`src/rtl/fan_tach_timer.sv`:
```
`timescale 1ns/1ps
module fan_tach_timer #(
  parameter int CNT_W    = 16,
  parameter int PS_W     = 8,
  parameter int PS_RESET = 255,
  parameter int WINDOW   = 'h5000,
  parameter int SYNC     = 2
) (
  input  logic             clk,
  input  logic             rst_n,
  input  logic             wr_en,
  input  logic [3:0]       addr,
  input  logic [CNT_W-1:0] wr_data,
  output logic [CNT_W-1:0] rd_data,
  input  logic             tach_a,
  input  logic             tach_b,
  output logic             irq
);
  localparam logic [CNT_W-1:0] RELOAD    = '1;
  localparam logic [CNT_W-1:0] CMP_RESET = RELOAD - CNT_W'(WINDOW);
  localparam int GATE_BIT [2] = '{0, 3};
  localparam int EN_BIT   [2] = '{5, 6};
  localparam int CMP_BIT  [2] = '{2, 6};
  localparam logic [3:0] A_PS = 4'd4, A_GATE = 4'd5, A_MODE = 4'd6, A_PEND = 4'd7,
                         A_CLR = 4'd8, A_IEN = 4'd9, A_CMPEN = 4'd10;

  logic [PS_W-1:0]  ps_val, ps_cnt;
  logic [7:0]       gate_r, mode_r, cmpen_r;
  logic [5:0]       ien_r, pend;
  logic [CNT_W-1:0] cnt [2];
  logic [CNT_W-1:0] cap [2];
  logic [CNT_W-1:0] cmp [2];
  logic [1:0]       cap_hit, to_hit;
  logic             tick;
  logic             clr_wr;

  assign tick   = ps_cnt >= ps_val;
  assign clr_wr = wr_en && addr == A_CLR;

  always_ff @(posedge clk) begin
    if (!rst_n) ps_cnt <= '0;
    else if (!(gate_r[0] || gate_r[3]) || tick) ps_cnt <= '0;
    else ps_cnt <= ps_cnt + 1'b1;
  end

  always_ff @(posedge clk) begin
    if (!rst_n) begin
      ps_val  <= PS_W'(PS_RESET);
      gate_r  <= '0;
      mode_r  <= '0;
      cmpen_r <= '0;
      ien_r   <= '0;
    end else if (wr_en) begin
      case (addr)
        A_PS:    ps_val  <= wr_data[PS_W-1:0];
        A_GATE:  gate_r  <= wr_data[7:0] & 8'h09;
        A_MODE:  mode_r  <= wr_data[7:0] & 8'h64;
        A_CMPEN: cmpen_r <= wr_data[7:0] & 8'h44;
        A_IEN:   ien_r   <= wr_data[5:0] & 6'h33;
        default: ;
      endcase
    end
  end

  for (genvar c = 0; c < 2; c++) begin : g_ch
    logic [SYNC:0]    sy;
    logic             fall, run, dec, wr_cnt, reload;
    logic [CNT_W-1:0] nxt;

    always_ff @(posedge clk) begin
      if (!rst_n) sy <= '1;
      else sy <= {sy[SYNC-1:0], (c == 0) ? tach_a : tach_b};
    end

    assign fall   = sy[SYNC] & ~sy[SYNC-1];
    assign run    = gate_r[GATE_BIT[c]];
    assign dec    = run && tick && cnt[c] != '0;
    assign nxt    = cnt[c] - 1'b1;
    assign wr_cnt = wr_en && addr == 4'(c);
    assign reload = clr_wr && wr_data[c];

    assign cap_hit[c] = run && mode_r[2] && mode_r[EN_BIT[c]] && fall;
    assign to_hit[c]  = dec && cmpen_r[CMP_BIT[c]] && nxt == cmp[c];

    always_ff @(posedge clk) begin
      if (!rst_n) begin
        cnt[c] <= RELOAD;
        cap[c] <= '0;
        cmp[c] <= CMP_RESET;
      end else begin
        if (wr_cnt)      cnt[c] <= wr_data;
        else if (reload) cnt[c] <= RELOAD;
        else if (dec)    cnt[c] <= nxt;
        if (cap_hit[c])  cap[c] <= cnt[c];
        if (wr_en && addr == 4'(11 + c)) cmp[c] <= wr_data;
      end
    end
  end

  always_ff @(posedge clk) begin
    if (!rst_n) pend <= '0;
    else pend <= (pend & ~(clr_wr ? wr_data[5:0] : 6'd0))
               | {to_hit, 2'b00, cap_hit};
  end

  assign irq = |(pend & ien_r);

  always_comb begin
    case (addr)
      4'd0:    rd_data = cnt[0];
      4'd1:    rd_data = cnt[1];
      4'd2:    rd_data = cap[0];
      4'd3:    rd_data = cap[1];
      A_PS:    rd_data = CNT_W'(ps_val);
      A_GATE:  rd_data = CNT_W'(gate_r);
      A_MODE:  rd_data = CNT_W'(mode_r);
      A_PEND:  rd_data = CNT_W'(pend);
      A_IEN:   rd_data = CNT_W'(ien_r);
      A_CMPEN: rd_data = CNT_W'(cmpen_r);
      4'd11:   rd_data = cmp[0];
      4'd12:   rd_data = cmp[1];
      default: rd_data = '0;
    endcase
  end
endmodule


```
`config.mk`:
```
export PLATFORM = sky130hd
export DESIGN_NAME = fan_tach_timer
export DESIGN_NICKNAME = d
export VERILOG_FILES = /design/src/rtl/fan_tach_timer.sv
export SDC_FILE = /design/constraint.sdc
export NUM_CORES = 1
export LEC_CHECK = 0
export CAP_MARGIN = 30
export CELL_PAD_IN_SITES_DETAIL_PLACEMENT = 0
export CELL_PAD_IN_SITES_GLOBAL_PLACEMENT = 2
export CORE_UTILIZATION = 42
export DETAILED_ROUTE_END_ITERATION = 10
export DONT_BUFFER_PORTS = 1
export PLACE_DENSITY_LB_ADDON = 0.1
export SYNTH_ARGS = -nofsm -noshare
export SYNTH_HDL_FRONTEND = slang
export SYNTH_SLANG_ARGS = --single-unit
```
`constraint.sdc`:
```
create_clock -name clk -period 3.1 [get_ports clk]
set_clock_uncertainty 0.2 [all_clocks]
set_input_delay 0.62 -clock clk [delete_from_list [all_inputs] [get_ports clk]]
set_output_delay 0.62 -clock clk [all_outputs]
set_load 0.01 [all_outputs]
```
==> results.json <==
{
  "status": "completed",
  "synth_cell_types": 67,
  "ant_nets": 0,
  "vias": 6260,
  "grt_pass1_vias": 5837,
  "r2r_slack_ps": 60,
  "arrival_ps": 3170,
  "worst_path_max_delay_cell": "or4_4",
  "synth_area_um2": 7530,
  "hold_slack_ps": 76.8,
  "wl_per_cell_um": 24.1,
  "synth-seq-cells": 135,
  "slew_violations": 0,
  "ir_drop_mv": 0.388,
  "finalSetupViolations": 0,
  "path_cells": "or4_4, or3_4, nor4_4, xnor2_1, o21ai_1, or4_1, o31ai_1",
  "die_h_um": 136,
  "r2r_start": "cnt[0][3]$_DFFE_PP_",
  "core_um2": 17400,
  "power_leakage_nw": 3.11,
  "crit_buf_inv": 0,
  "htreeDepth": 4,
  "diodes": 0,
  "drt_iter0_markers": 508,
  "antenna_found_initial": 0,
  "rr_endpoint": "pend[4]$_SDFF_PN0_",
  "cts.reportedPaths.clkPinSlew_ps": 60,
  "timing.critical_path.to_type": "flip-flop",
  "final_cell_area_um2": 8710,
  "final_hold_viol_count": 0,
  "drive_gt1_frac": 0.142,
  "cpPeakStageDelay_ps": 620,
  "critical_path.startpoint_type": "flip-flop",
  "final_common_cell": "edfxtp_1",
  "slew_headroom": 0.376,
  "cp.required_ps": 3230,
  "cts.hold.buffers_added": 0,
  "worst_slew_pin_slew_ps": 928,
  "die_w_um": 136,
  "port_buffers": 0,
  "ys_async_sr_fraction": 0,
  "clock-sinks": 135,
  "tns_ps": 0,
  "ys.flop_type": "edfxtp_1",
  "root_buffer": "clkbuf_16",
  "final_cell_mix": "96 x edfxtp_1, 68 x nor2_1, 56 x nand2_1, 49 x buf_4, 46 x a21oi_1",
  "reg2reg_depth": 7,
  "holdCritPathClass": "in -> reg",
  "timing.critical_path.from": "cnt[0][3]$_DFFE_PP_",
  "ys_warn_count": 0,
  "max_freq_mhz": 329,
  "crit_family": "simple AND/OR/NAND/NOR gates",
  "avgSynthCellArea_um2": 9.81,
  "firstDrtPassIters": 8,
  "min_period_ps": 3040,
  "grt_max_degree": 77,
  "syn_inst": 768,
  "hpwlAfterDp_um": 18200,
  "post-route-period-util": 0.981,
  "cts_made_buffers": 17,
  "gp_congestion": 0.891,
  "area_growth_syn_to_layout_pct": 15.6,
  "route.detailed.drc": 0,
  "synth-edff-count": 96,
  "routed_wl_um": 24800,
  "die_area_um2": 18500,
  "gr-total-overflow": 0,
  "grt_pass1_wl_um": 37000,
  "crit_fanout": 4,
  "grt_util_all_layers": 0.279,
  "maxCapViolCount": 0,
  "worstSetupEndpoint": "pend[4]$_SDFF_PN0_",
  "rows": 48,
  "clk_latency_ps": 430,
  "vias_per_cell": 6.08,
  "crit_type": "reg -> reg",
  "boundaryPins": 42,
  "post-route-util": 0.500,
  "yosysSeqAreaShare": 0.486,
  "cts_tree": "built",
  "cts.path.max_buffers": 2,
  "p_per_area_nw_per_um2": 484,
  "cp_num_cells": 7,
  "start_util": 0.433,
  "nets": 829,
  "placedInstanceArea_um2": 8030,
  "synth.net_count": 806
}
worst register-to-register path: stages (launching register included):
cell      delay, ps
edfxtp_1        430
or4_4           620
or3_4           430
nor4_4          190
xnor2_1         180
o21ai_1         130
or4_1           510
o31ai_1         270
cell usage after synthesis (8+ instances only):
| cell | number | area (um2) |
|---|---|---|
| edfxtp_1 | 96 | 2880 |
| nor2_1 | 68 | 255 |
| nand2_1 | 56 | 210 |
| a21oi_1 | 46 | 230 |
| clkbuf_1 | 44 | 165 |
| nand2b_1 | 42 | 263 |
| nand3_1 | 42 | 210 |
| a22oi_1 | 41 | 308 |
| dfxtp_1 | 39 | 781 |
| and3_1 | 37 | 231 |
| xnor2_1 | 31 | 272 |
| xor2_1 | 24 | 210 |
| inv_1 | 20 | 75.1 |
| o21ai_0 | 15 | 75.1 |
| ha_1 | 13 | 163 |
| nor2b_1 | 11 | 68.8 |
| nor3_1 | 11 | 55.1 |
| nor4_1 | 10 | 62.6 |
| and2_1 | 9 | 56.3 |
| o211ai_1 | 9 | 67.6 |
| a21boi_0 | 8 | 60.1 |
| mux2i_1 | 8 | 80.1 |
| nand4_1 | 8 | 50.1 |
state kept, by name (all words and copies together), names as in the netlist, 4 cells and up:
register  count
cmp          32
g_ch.sy       6
cap          32
ien_r         4
ps_val        8
ps_cnt        8
cnt          32
pend          6
through the flow:
step / total power [mW] / instances / setup WS (ps)
after floorplan: 2.21 / 768 / 187
after global placement: 2.28 / 988 / -163
after detailed placement: 2.28 / 990 / -162
after CTS: 4.23 / 1022 / 18.2
after global routing: 4.33 / 1029 / -4.26
final: 4.21 / 1029 / 58.4
how the worst min path moves through the flow:
stage | start | endpoint | slack, ps | cells past startpoint
2_1_floorplan | g_ch[0].sy[0]$_SDFF_PN1_ | g_ch[0].sy[1]$_SDFF_PN1_ | 190 | 1
3_3_place_gp | g_ch[1].sy[0]$_SDFF_PN1_ | g_ch[1].sy[1]$_SDFF_PN1_ | 190 | 1
3_5_place_dp | g_ch[1].sy[0]$_SDFF_PN1_ | g_ch[1].sy[1]$_SDFF_PN1_ | 200 | 1
4_1_cts | rst_n | ps_val[0]$_SDFFE_PN1P_ | 60 | 1
5_1_grt | rst_n | g_ch[1].sy[1]$_SDFF_PN1_ | 60 | 1
6_report | wr_data[2] | pend[2]$_SDFF_PN0_ | 80 | 1
cells by family (layout without fill, tap and decap cells):
family                   Yosys count  after routing  share of synthesized area
AND/OR/NAND/NOR                  323            323                      0.229
AO/OA/AOI/OAI                    160            160                      0.145
flip-flops                       135            135                      0.486
buffers and inverters             69            105                     0.0360
XOR/XNOR                          55             55                     0.0639
adder cells (fa/ha/maj)           14             14                     0.0229
multiplexers                      12             12                     0.0166
cell type report:
type                    instances  area (um2)
multi-input cells             564        3690
clock buffers                  20         479
well taps                     225         282
repair buffers                 53         430
flip-flops and latches        135        3660
fillers                      1654        8710
clock inverters                12        90.1
inverters                      20        75.1
metal layers:
metal	wire length, um	global-route usage	up-vias
li1	-	-	2878
met1	10600	0.363	3088
met2	11900	0.453	256
met3	1760	0.0623	38
met4	631	0.104	0
met5	0	0	-
power by group:
group	internal [mW]	leakage (nW)	total, mW	switching (mW)
clock	1.13	0.286	1.97	0.841
combinational	0.0847	1.64	0.220	0.135
sequential	1.98	1.19	2.03	0.0467
total	3.19	3.11	4.21	1.02
what timing repair did:
action | 4_1_cts | 5_1_grt
resized for setup | 3 | 8
pin swaps | 0 | 3
buffers inserted | 0 | 7
endpoints found under the setup margin | 2 | 2
Power figures use the tool's default switching activity.
